`src/rtl/audio_regs_pkg.sv`:
```
package audio_regs_pkg;
  localparam int ADDR_W = 4;
  localparam int BYTE_W = 8;

  typedef enum logic [ADDR_W-1:0] {
    RA_STG0 = 4'h0,
    RA_STG1 = 4'h1,
    RA_STG2 = 4'h2,
    RA_STS0 = 4'h4,
    RA_STS1 = 4'h5,
    RA_STS2 = 4'h6,
    RA_SZHI = 4'h8,
    RA_SZLO = 4'h9,
    RA_OCTL = 4'hA,
    RA_PHS0 = 4'hC,
    RA_PHS1 = 4'hD,
    RA_PHS2 = 4'hE
  } reg_addr_e;
endpackage

```
`src/rtl/codec_stage.sv`:
```
module codec_stage
  import audio_regs_pkg::*;
#(
  parameter logic [1:0] TAG = 2'b10,
  parameter int STAGES = 3
) (
  input  logic              clk,
  input  logic              rst,
  input  logic              wr_en,
  input  logic [ADDR_W-1:0] addr,
  input  logic [BYTE_W-1:0] wdata,
  output logic              cmd_stb,
  output logic [5:0]        cmd_addr,
  output logic [11:0]       cmd_data
);
  logic [BYTE_W-1:0] stg_q [STAGES];
  logic [BYTE_W-1:0] stg_n [STAGES];
  logic hit;
  logic tag_ok;

  assign hit = wr_en && (int'(addr) < STAGES);

  // next value of each staging byte, so the command uses post-write data
  always_comb begin
    for (int i = 0; i < STAGES; i++) begin
      stg_n[i] = (wr_en && (int'(addr) == i)) ? wdata : stg_q[i];
    end
  end

  assign tag_ok = (stg_n[0][7:6] == TAG);

  always_ff @(posedge clk) begin
    if (rst) begin
      for (int i = 0; i < STAGES; i++) stg_q[i] <= '0;
      cmd_stb  <= 1'b0;
      cmd_addr <= '0;
      cmd_data <= '0;
    end else begin
      for (int i = 0; i < STAGES; i++) stg_q[i] <= stg_n[i];
      cmd_stb <= hit && tag_ok;
      if (hit && tag_ok) begin
        cmd_addr <= stg_n[0][5:0] | {2'b00, stg_n[1][7:4]};
        cmd_data <= {stg_n[1][3:0], stg_n[2]};
      end
    end
  end

  // a strobe only follows a write edge
  a_r2_after_write: assert property (@(posedge clk) disable iff (rst)
    cmd_stb |-> $past(wr_en));
  // a strobe only with the valid tag held in staging byte 0
  a_r2_tag_held: assert property (@(posedge clk) disable iff (rst)
    cmd_stb |-> (stg_q[0][7:6] == TAG));
  // command data low byte matches staging byte 2 at strobe
  a_r3_data_low: assert property (@(posedge clk) disable iff (rst)
    cmd_stb |-> (cmd_data[7:0] == stg_q[2]));
endmodule

```
`src/rtl/playback_ctl.sv`:
```
module playback_ctl
  import audio_regs_pkg::*;
#(
  parameter int LEN_W    = 16,
  parameter int BASE_W   = 32,
  parameter int BASE_CLR = 18
) (
  input  logic              clk,
  input  logic              rst,
  input  logic              wr_en,
  input  logic [ADDR_W-1:0] addr,
  input  logic [BYTE_W-1:0] wdata,
  input  logic [BASE_W-1:0] dma_base_in,
  output logic [LEN_W-1:0]  size_q,
  output logic [BYTE_W-1:0] ctl_q,
  output logic              dma_start,
  output logic              dma_stop,
  output logic [BASE_W-1:0] dma_base_out,
  output logic [LEN_W-1:0]  dma_len,
  output logic [1:0]        dma_rate
);
  localparam int HI_W = LEN_W - BYTE_W;

  logic wr_hi, wr_lo, wr_ctl, rise, fall;

  assign wr_hi  = wr_en && (addr == RA_SZHI);
  assign wr_lo  = wr_en && (addr == RA_SZLO);
  assign wr_ctl = wr_en && (addr == RA_OCTL);
  assign rise   = wr_ctl &&  wdata[0] && !ctl_q[0];
  assign fall   = wr_ctl && !wdata[0] &&  ctl_q[0];

  always_ff @(posedge clk) begin
    if (rst) begin
      size_q <= '0;
    end else if (wr_hi) begin
      size_q <= {wdata[HI_W-1:0], size_q[BYTE_W-1:2], 2'b00};
    end else if (wr_lo) begin
      size_q <= {size_q[LEN_W-1:BYTE_W], wdata[BYTE_W-1:2], 2'b00};
    end
  end

  always_ff @(posedge clk) begin
    if (rst) begin
      ctl_q        <= '0;
      dma_start    <= 1'b0;
      dma_stop     <= 1'b0;
      dma_base_out <= '0;
      dma_len      <= '0;
      dma_rate     <= '0;
    end else begin
      dma_start <= rise;
      dma_stop  <= fall;
      if (wr_ctl) ctl_q <= wdata;
      if (rise) begin
        dma_base_out <= {dma_base_in[BASE_W-1:BASE_CLR], {BASE_CLR{1'b0}}};
        dma_len      <= size_q;
        dma_rate     <= wdata[2:1];
      end
    end
  end

  // start leaves the enable set
  a_r6_start_enabled: assert property (@(posedge clk) disable iff (rst)
    dma_start |-> ctl_q[0]);
  // stop leaves the enable clear
  a_r7_stop_disabled: assert property (@(posedge clk) disable iff (rst)
    dma_stop |-> !ctl_q[0]);
  // no pulse without an enable change
  a_r7_needs_change: assert property (@(posedge clk) disable iff (rst)
    (dma_start || dma_stop) |-> (ctl_q[0] != $past(ctl_q[0])));
  // start and stop never together
  a_r6_exclusive: assert property (@(posedge clk) disable iff (rst)
    !(dma_start && dma_stop));
  // size alignment kept
  a_r4_aligned: assert property (@(posedge clk) disable iff (rst)
    (wr_hi || wr_lo) |=> (size_q[1:0] == 2'b00));
endmodule

```
`src/rtl/read_mux.sv`:
```
module read_mux
  import audio_regs_pkg::*;
#(
  parameter int POS_W = 12,
  parameter int PRE_W = 6,
  parameter int LEN_W = 16
) (
  input  logic              clk,
  input  logic              rst,
  input  logic              rd_en,
  input  logic [ADDR_W-1:0] addr,
  input  logic [23:0]       codec_stat,
  input  logic [POS_W-1:0]  dma_pos,
  input  logic [LEN_W-1:0]  size_q,
  input  logic [BYTE_W-1:0] ctl_q,
  output logic [BYTE_W-1:0] rdata
);
  localparam int PH_W = 3 * BYTE_W;
  localparam int PAD  = PH_W - POS_W - PRE_W;

  logic [PH_W-1:0]   phase;
  logic [BYTE_W-1:0] sel;

  assign phase = {{PAD{1'b0}}, dma_pos, {PRE_W{1'b0}}};

  always_comb begin
    case (addr)
      RA_STS0: sel = codec_stat[7:0];
      RA_STS1: sel = codec_stat[15:8];
      RA_STS2: sel = codec_stat[23:16];
      RA_SZHI: sel = size_q[LEN_W-1:BYTE_W];
      RA_SZLO: sel = size_q[BYTE_W-1:0];
      RA_OCTL: sel = ctl_q;
      RA_PHS0: sel = phase[23:16];
      RA_PHS1: sel = phase[15:8];
      RA_PHS2: sel = phase[7:0];
      default: sel = '0;
    endcase
  end

  always_ff @(posedge clk) begin
    if (rst) rdata <= '0;
    else if (rd_en) rdata <= sel;
  end

  // read data holds without a read
  a_r10_hold: assert property (@(posedge clk) disable iff (rst)
    !$past(rd_en) |-> $stable(rdata));
endmodule

```
`src/rtl/audio_dma_regbank.sv`:
```
module audio_dma_regbank
  import audio_regs_pkg::*;
#(
  parameter logic [1:0] TAG = 2'b10,
  parameter int POS_W    = 12,
  parameter int PRE_W    = 6,
  parameter int LEN_W    = 16,
  parameter int BASE_W   = 32,
  parameter int BASE_CLR = 18
) (
  input  logic              clk,
  input  logic              rst,
  input  logic              wr_en,
  input  logic              rd_en,
  input  logic [3:0]        addr,
  input  logic [7:0]        wdata,
  output logic [7:0]        rdata,
  input  logic [23:0]       codec_stat,
  output logic              cmd_stb,
  output logic [5:0]        cmd_addr,
  output logic [11:0]       cmd_data,
  input  logic [BASE_W-1:0] dma_base_in,
  input  logic [POS_W-1:0]  dma_pos,
  output logic              dma_start,
  output logic              dma_stop,
  output logic [BASE_W-1:0] dma_base_out,
  output logic [LEN_W-1:0]  dma_len,
  output logic [1:0]        dma_rate
);
  logic [LEN_W-1:0]  size_q;
  logic [BYTE_W-1:0] ctl_q;

  codec_stage #(.TAG(TAG), .STAGES(3)) u_stage (
    .clk(clk), .rst(rst), .wr_en(wr_en), .addr(addr), .wdata(wdata),
    .cmd_stb(cmd_stb), .cmd_addr(cmd_addr), .cmd_data(cmd_data)
  );

  playback_ctl #(.LEN_W(LEN_W), .BASE_W(BASE_W), .BASE_CLR(BASE_CLR)) u_play (
    .clk(clk), .rst(rst), .wr_en(wr_en), .addr(addr), .wdata(wdata),
    .dma_base_in(dma_base_in), .size_q(size_q), .ctl_q(ctl_q),
    .dma_start(dma_start), .dma_stop(dma_stop), .dma_base_out(dma_base_out),
    .dma_len(dma_len), .dma_rate(dma_rate)
  );

  read_mux #(.POS_W(POS_W), .PRE_W(PRE_W), .LEN_W(LEN_W)) u_rd (
    .clk(clk), .rst(rst), .rd_en(rd_en), .addr(addr),
    .codec_stat(codec_stat), .dma_pos(dma_pos), .size_q(size_q),
    .ctl_q(ctl_q), .rdata(rdata)
  );

  // no pulse in the first cycle after reset
  a_r1_quiet_after_reset: assert property (@(posedge clk)
    $past(rst) |-> !(cmd_stb || dma_start || dma_stop));
endmodule

```
`config.mk`:
```
export PLATFORM = sky130hd
export DESIGN_NAME = audio_dma_regbank
export DESIGN_NICKNAME = d
export VERILOG_FILES = /design/src/rtl/audio_regs_pkg.sv /design/src/rtl/codec_stage.sv /design/src/rtl/playback_ctl.sv /design/src/rtl/read_mux.sv /design/src/rtl/audio_dma_regbank.sv
export SDC_FILE = /design/constraint.sdc
export NUM_CORES = 1
export LEC_CHECK = 0
export BUFFER_PORTS_ARGS = -buffer_cell sky130_fd_sc_hd__clkbuf_2
export CAP_MARGIN = 25
export CORE_MARGIN = 2
export CORE_UTILIZATION = 46
export CTS_CLUSTER_SIZE = 10
export DETAILED_ROUTE_END_ITERATION = 7
export PLACE_DENSITY = 0.88
export SETUP_SLACK_MARGIN = 0.4
export SKIP_CTS_REPAIR_TIMING = 1
export SLEW_MARGIN = 40
export SYNTH_ARGS = -nofsm -noshare
export SYNTH_HDL_FRONTEND = slang
export SYNTH_HIERARCHICAL = 1
export SYNTH_SLANG_ARGS = --single-unit
export TNS_END_PERCENT = 1
```
`constraint.sdc`:
```
create_clock -name clk -period 2.15 [get_ports clk]
set_clock_uncertainty 0.05 [all_clocks]
set_input_delay 0.43 -clock clk [delete_from_list [all_inputs] [get_ports clk]]
set_output_delay 0.43 -clock clk [all_outputs]
set_load 0.01 [all_outputs]
```
== After elaboration in Yosys (flattened, before gate mapping) ==
Memory sizes are Yosys's and may differ from the RTL's.
Cells that the tools add are included.

* Memory bits (writable): 24
* Memories kept: 1
* Register bits after elaboration: 81
* Word-level logic and storage cells: 59
* Output and inout bits: 79
* Input port bits: 84

{| class="wikitable"
|+ Memories
! name !! words !! width !! rd ports !! clocked after memory_dff !! write ports !! line !! text
|-
| u_stage.stg_q || 3 || 8 || 3 || 0 || 3 || codec_stage.sv:16 || <nowiki>logic [BYTE_W-1:0] stg_q [STAGES];</nowiki>
|}

* $lt $le $gt $ge: 1
* Muxes and demuxes: 12
* Reduce and logical (&&, ||, !) cells: 16
* Equal/unequal tests: 12
* Bitwise operators: 5

{| class="wikitable"
|+ Operators with widths
! operator !! number
|-
| 8-bit one-hot mux with 9 select lines || 1
|-
| 8-bit 2-to-1 mux || 7
|-
| 4-bit equality test (second input constant) || 6
|-
| 4-bit by 3-bit equality test with 1-bit output (second input constant) || 4
|-
| 16-bit 2-to-1 mux || 1
|-
| 1-bit logical AND || 12
|-
| 6-bit by 4-bit OR with 6-bit output || 1
|-
| 4-bit by 2-bit equality test with 1-bit output (second input constant) || 1
|-
| 4-bit zero test || 1
|-
| 4-bit by 2-bit less-than comparator with 1-bit output (second input constant) || 1
|-
| 1-bit 2-to-1 mux || 3
|-
| 1-bit OR || 3
|-
| 2-bit equality test (second input constant) || 1
|-
| 1-bit zero test || 2
|-
| 2-bit AND reduction || 1
|-
| 1-bit NOT || 1
|}

== Logic depth before layout (Yosys ltp) ==
* Word-level depth: 5
* Mapped depth: 7
* Gate-level depth less buffers: 4

== Modules after synthesis ==
The synthesis kept the hierarchy.

{| class="wikitable"
|+ Modules (own cells, without submodules)
! module !! cells an instance !! seq. area each (um^2) !! instances !! area each (um^2)
|-
| playback_ctl || 250 || 1,081.0 || 1 || 2,309.7
|-
| codec_stage || 153 || 860.8 || 1 || 1,617.8
|-
| read_mux || 118 || 160.2 || 1 || 950.9
|}

== Least setup slack after synthesis ==
No wires, ideal clock.

* Path kind: in2reg
* Start point: input addr[3]
* End point: register u_stage.cmd_addr[4]
* Setup slack: 0.069 ns
* Arrival time: 1.897 ns
* Buffers on the path: 2
* Required time: 1.966 ns
* Stages: 6
* Setup time: 0.134 ns
* Path through: or4b_4 -> nor4b_4 -> or2_1 -> buf_4 -> buf_6 -> a211oi_1

* Cells in the longest elaborated chain, start to end: 5
* Elaborated cells between the ends (all ways): 8
* Those cells by class: 1 x order compare; 1 x eq/ne; 1 x mux; 1 x bitwise; 4 x reduce/logical

{| class="wikitable"
|+ RTL lines
! what !! line !! text
|-
| from (decl) || audio_dma_regbank.sv:15 || <nowiki>input logic [3:0] addr,</nowiki>
|-
| 4-bit zero test || codec_stage.sv:26 || <nowiki>stg_n[i] = (wr_en && (int'(addr) == i)) ? wdata : stg_q[i];</nowiki>
|-
| 1-bit logical AND || codec_stage.sv:26 ||
|-
| 8-bit 2-to-1 mux || codec_stage.sv:26 ||
|-
| 2-bit equality test || codec_stage.sv:30 || <nowiki>assign tag_ok = (stg_n[0][7:6] == TAG);</nowiki>
|-
| 1-bit logical AND || codec_stage.sv:41 || <nowiki>if (hit && tag_ok) begin</nowiki>
|-
| to (signal assigned) || codec_stage.sv:42 || <nowiki>cmd_addr <= stg_n[0][5:0] | {2'b00, stg_n[1][7:4]};</nowiki>
|-
| to (decl) || codec_stage.sv:13 || <nowiki>output logic [5:0] cmd_addr,</nowiki>
|}

Parallel ways exist; a longest one is shown, timed or not.
A chain may end at the register's enable or synchronous reset.

== Final worst setup path ==
* Start point: input addr[2]
* End point: register u_stage.cmd_data[10]

* Cells in the longest elaborated chain, start to end: 5
* Elaborated cells between the ends (all ways): 10
* Those cells by class: 1 x order compare; 2 x eq/ne; 2 x mux; 5 x reduce/logical

{| class="wikitable"
|+ RTL lines
! what !! line !! text
|-
| 4-bit zero test || codec_stage.sv:26 ||
|-
| 1-bit logical AND || codec_stage.sv:26 ||
|-
| 8-bit 2-to-1 mux || codec_stage.sv:26 ||
|-
| 2-bit equality test || codec_stage.sv:30 ||
|-
| 1-bit logical AND || codec_stage.sv:41 ||
|-
| to (signal assigned) || codec_stage.sv:43 || <nowiki>cmd_data <= {stg_n[1][3:0], stg_n[2]};</nowiki>
|-
| to (decl) || codec_stage.sv:14 || <nowiki>output logic [11:0] cmd_data</nowiki>
|}

Parallel ways exist; a longest one is shown, timed or not.

==> metrics.yaml <==
run_status:
  status: "complete, no violations"
floorplan:
  rows: 37
  core_area_sq_um: 10300
  dieArea_sq_um: 11400
  die_h_um: 107
  start_util: 0.473
  io_pins: 163
  die_x_um: 107
setup_path:
  cp_num_buf_inv: 3
  slowest_delay_ns: 0.57
  r2r_slack_ns: 0.55
  worstPathArrival_ns: 2.06
  critPathCaptureType: "flip-flop"
  slowest_stage: "or4b_4"
  path_delay_family: "simple AND/OR/NAND/NOR gates"
  path_class: "in2reg"
  worstPathMaxFanout: 9
  worstSetupStartpointType: "input port"
  path_cells: "clkbuf_2 -> or4b_4 -> nor4b_4 -> buf_4 -> or2_4 -> clkbuf_16 -> a211oi_1"
  crit_required_ns: 2.35
finish:
  fillers: 866
  diodes: 0
  nets: 724
  final_common_cell: "clkbuf_2"
  mostFrequentLayoutCells: "123 x clkbuf_2, 105 x dfxtp_1, 44 x mux2i_1"
  layout-drive-gt1-share: 0.293
  final_cell_area_sq_um: 5820
  fin_util: 0.563
  fin_cells: 780
  area_growth_syn_to_layout_pct: 19.2
timing:
  finalCritPeriodShare: 0.862
  hold-worst-slack_ns: 0.241
  slew_headroom: 0.621
  rsz0062_at_grt: "true"
  slew_violations: 0
  setup_ws_ns: 0.296
  worst_slew_pin_slew_ns: 0.567
  fmax_mhz: 539
  tns_ns: 0
  setup_viol: 0
  period_needed_ns: 1.85
  hold_viol: 0
pwr:
  p_per_area_nw_per_um2: 613
  total_power_mw: 3.57
  p_int_mw: 2.66
  p_comb_frac: 0.106
  vdd_drop_max_uv: 507
  p_switching_mw: 0.906
  leakage_nw: 2.47
  power_frac_seq: 0.554
  p_clk_frac: 0.340
  switching_share: 0.254
clock_network:
  root_buffer: "clkbuf_8"
  htreeDepth: 3
  clockBufferDepth: 2
  clk_pin_slew_ns: 0.10
  cts_buffers: 9
  tritoncts: "done"
  clk_latency_ns: 0.37
  cts.sinks: 105
placed_design:
  dp_slack_ns: -0.116
  dpl.cell_count: 763
  dpl_cell_area_sq_um: 5590
  dp_hpwl_mm: 9.44
  io_buffers: 124
  gp_congestion: 0.852
detailed_routing:
  first_iter_violations: 223
  dr.pass1.iters: 5
  routed_wl_mm: 13.0
  final_antenna_net_count: 0
  num_vias: 4396
  wl_per_cell_um: 16.6
  via_per_inst: 5.64
  drc: 0
logic_synthesis:
  async_flop_share: 0
  syn-cell-area_sq_um: 4880
  ys_seq_area_frac: 0.431
  synth_top_flop_cell: "dfxtp_1"
  syn_avg_cell_area_sq_um: 9.36
  synthesis.instances: 521
  synth_edf_count: 0
  ys.warnings.count: 6
  synth_cell_types: 66
  ys_ff_latch: 105
global_route:
  grt_pass1_wl_mm: 20.3
  antenna_found_initial: 0
  grt_pass1_vias: 4134
  track_usage: 0.221
  grt_remaining_overflow: 0
  grt_util_met3: 0.0456
  use_met1: 0.262
  met2_usage: 0.396
  grt_max_degree: 34
  busiest_layer: "met2"
hold_path:
  min_path_type: "in2reg"
job:
  maxCapViolCount: 0
cell usage after synthesis (2+ instances only):
cell	n	area [sq um]
dfxtp_1	105	2100
mux2i_1	44	440
a21oi_1	40	200
nand2b_1	33	206
nand3_1	32	160
o21ai_0	28	140
nor2_1	26	97.6
buf_4	23	173
clkbuf_1	21	78.8
nor3_1	19	95.1
nand2_1	17	63.8
a211oi_1	14	105
buf_2	13	65.1
a32o_1	7	70.1
buf_6	6	67.6
inv_1	6	22.5
o21ai_1	6	30.0
a22oi_1	5	37.5
mux2_2	5	56.3
nand3b_1	5	37.5
a221oi_1	4	35.0
a311oi_1	4	35.0
nor2b_1	4	25.0
a22o_1	3	26.3
a32oi_1	3	26.3
and3b_1	3	26.3
nor3b_2	3	37.5
and2_1	2	12.5
mux2_1	2	22.5
nor4b_1	2	17.5
cell families after synthesis:
kind of cell | Yosys count | synth area share
AND/OR/NAND/NOR | 164 | 0.199
AO/OA/AOI/OAI | 128 | 0.175
flip-flops | 105 | 0.431
buffers and inverters | 71 | 0.0851
multiplexers | 52 | 0.110
other | 1 | 0.000769
per-layer routing:
metal / vias to the layer above / part of all wire
met1: 2091 / 0.40
met2: 201 / 0.50
li1: 2071 / -
met4: 0 / 0.026
met5: - / 0
met3: 33 / 0.070
path summary, 6_finish.rpt:
kind / end / depth (start not counted) / startpoint
worst min-delay path: u_play/dma_base_out[31]$_SDFFE_PP0P_ / 3 / dma_base_in[31]
worst max-delay path: u_stage/cmd_data[10]$_SDFFE_PP0P_ / 7 / addr[2]
worst max register to register: u_stage/cmd_data[11]$_SDFFE_PP0P_ / 5 / u_stage/stg_q[0][6]$_SDFF_PP0_
worst min register to register: u_rd/rdata[3]$_SDFFE_PP0P_ / 2 / u_rd/rdata[3]$_SDFFE_PP0P_
power by group through the flow:
stage                     sequential, mW  combinational, mW  clock (mW)
after global routing                1.98              0.409        1.31
after detailed placement            2.02              0.369           0
final                               1.98              0.378        1.21
after global placement              2.02              0.359           0
after CTS                           1.98              0.371        1.24
after floorplan                     2.02              0.245           0
cell type report:
cell class | count | area, sq um | area share
Timing Repair Buffer | 152 | 886 | 0.152
Clock inverter | 5 | 63.8 | 0.0110
Clock buffer | 10 | 128 | 0.0219
Sequential cell | 105 | 2100 | 0.361
Multi-Input combinational cell | 366 | 2440 | 0.420
Tap cell | 136 | 170 | 0.0293
Inverter | 6 | 22.5 | 0.00387
worst reg2reg max path: cells and delay by family (launching register included):
family	cells	cell delay, ns
AOI/OAI and AO/OA	2	0.61
DFF	1	0.32
buffers and inverters	1	0.30
and+or+nand+nor	2	0.25
flip-flops by register name, indices dropped and copies added, names as in the netlist, 2 cells and up:
| register | flops |
|---|---|
| u_play/size_q | 14 |
| u_stage/cmd_data | 12 |
| u_play/dma_base_out | 14 |
| u_stage/stg_q | 24 |
| u_play/dma_rate | 2 |
| u_rd/rdata | 8 |
| u_play/dma_len | 14 |
| u_play/ctl_q | 8 |
| u_stage/cmd_addr | 6 |
Note: power is estimated with default switching activity, not from simulation.
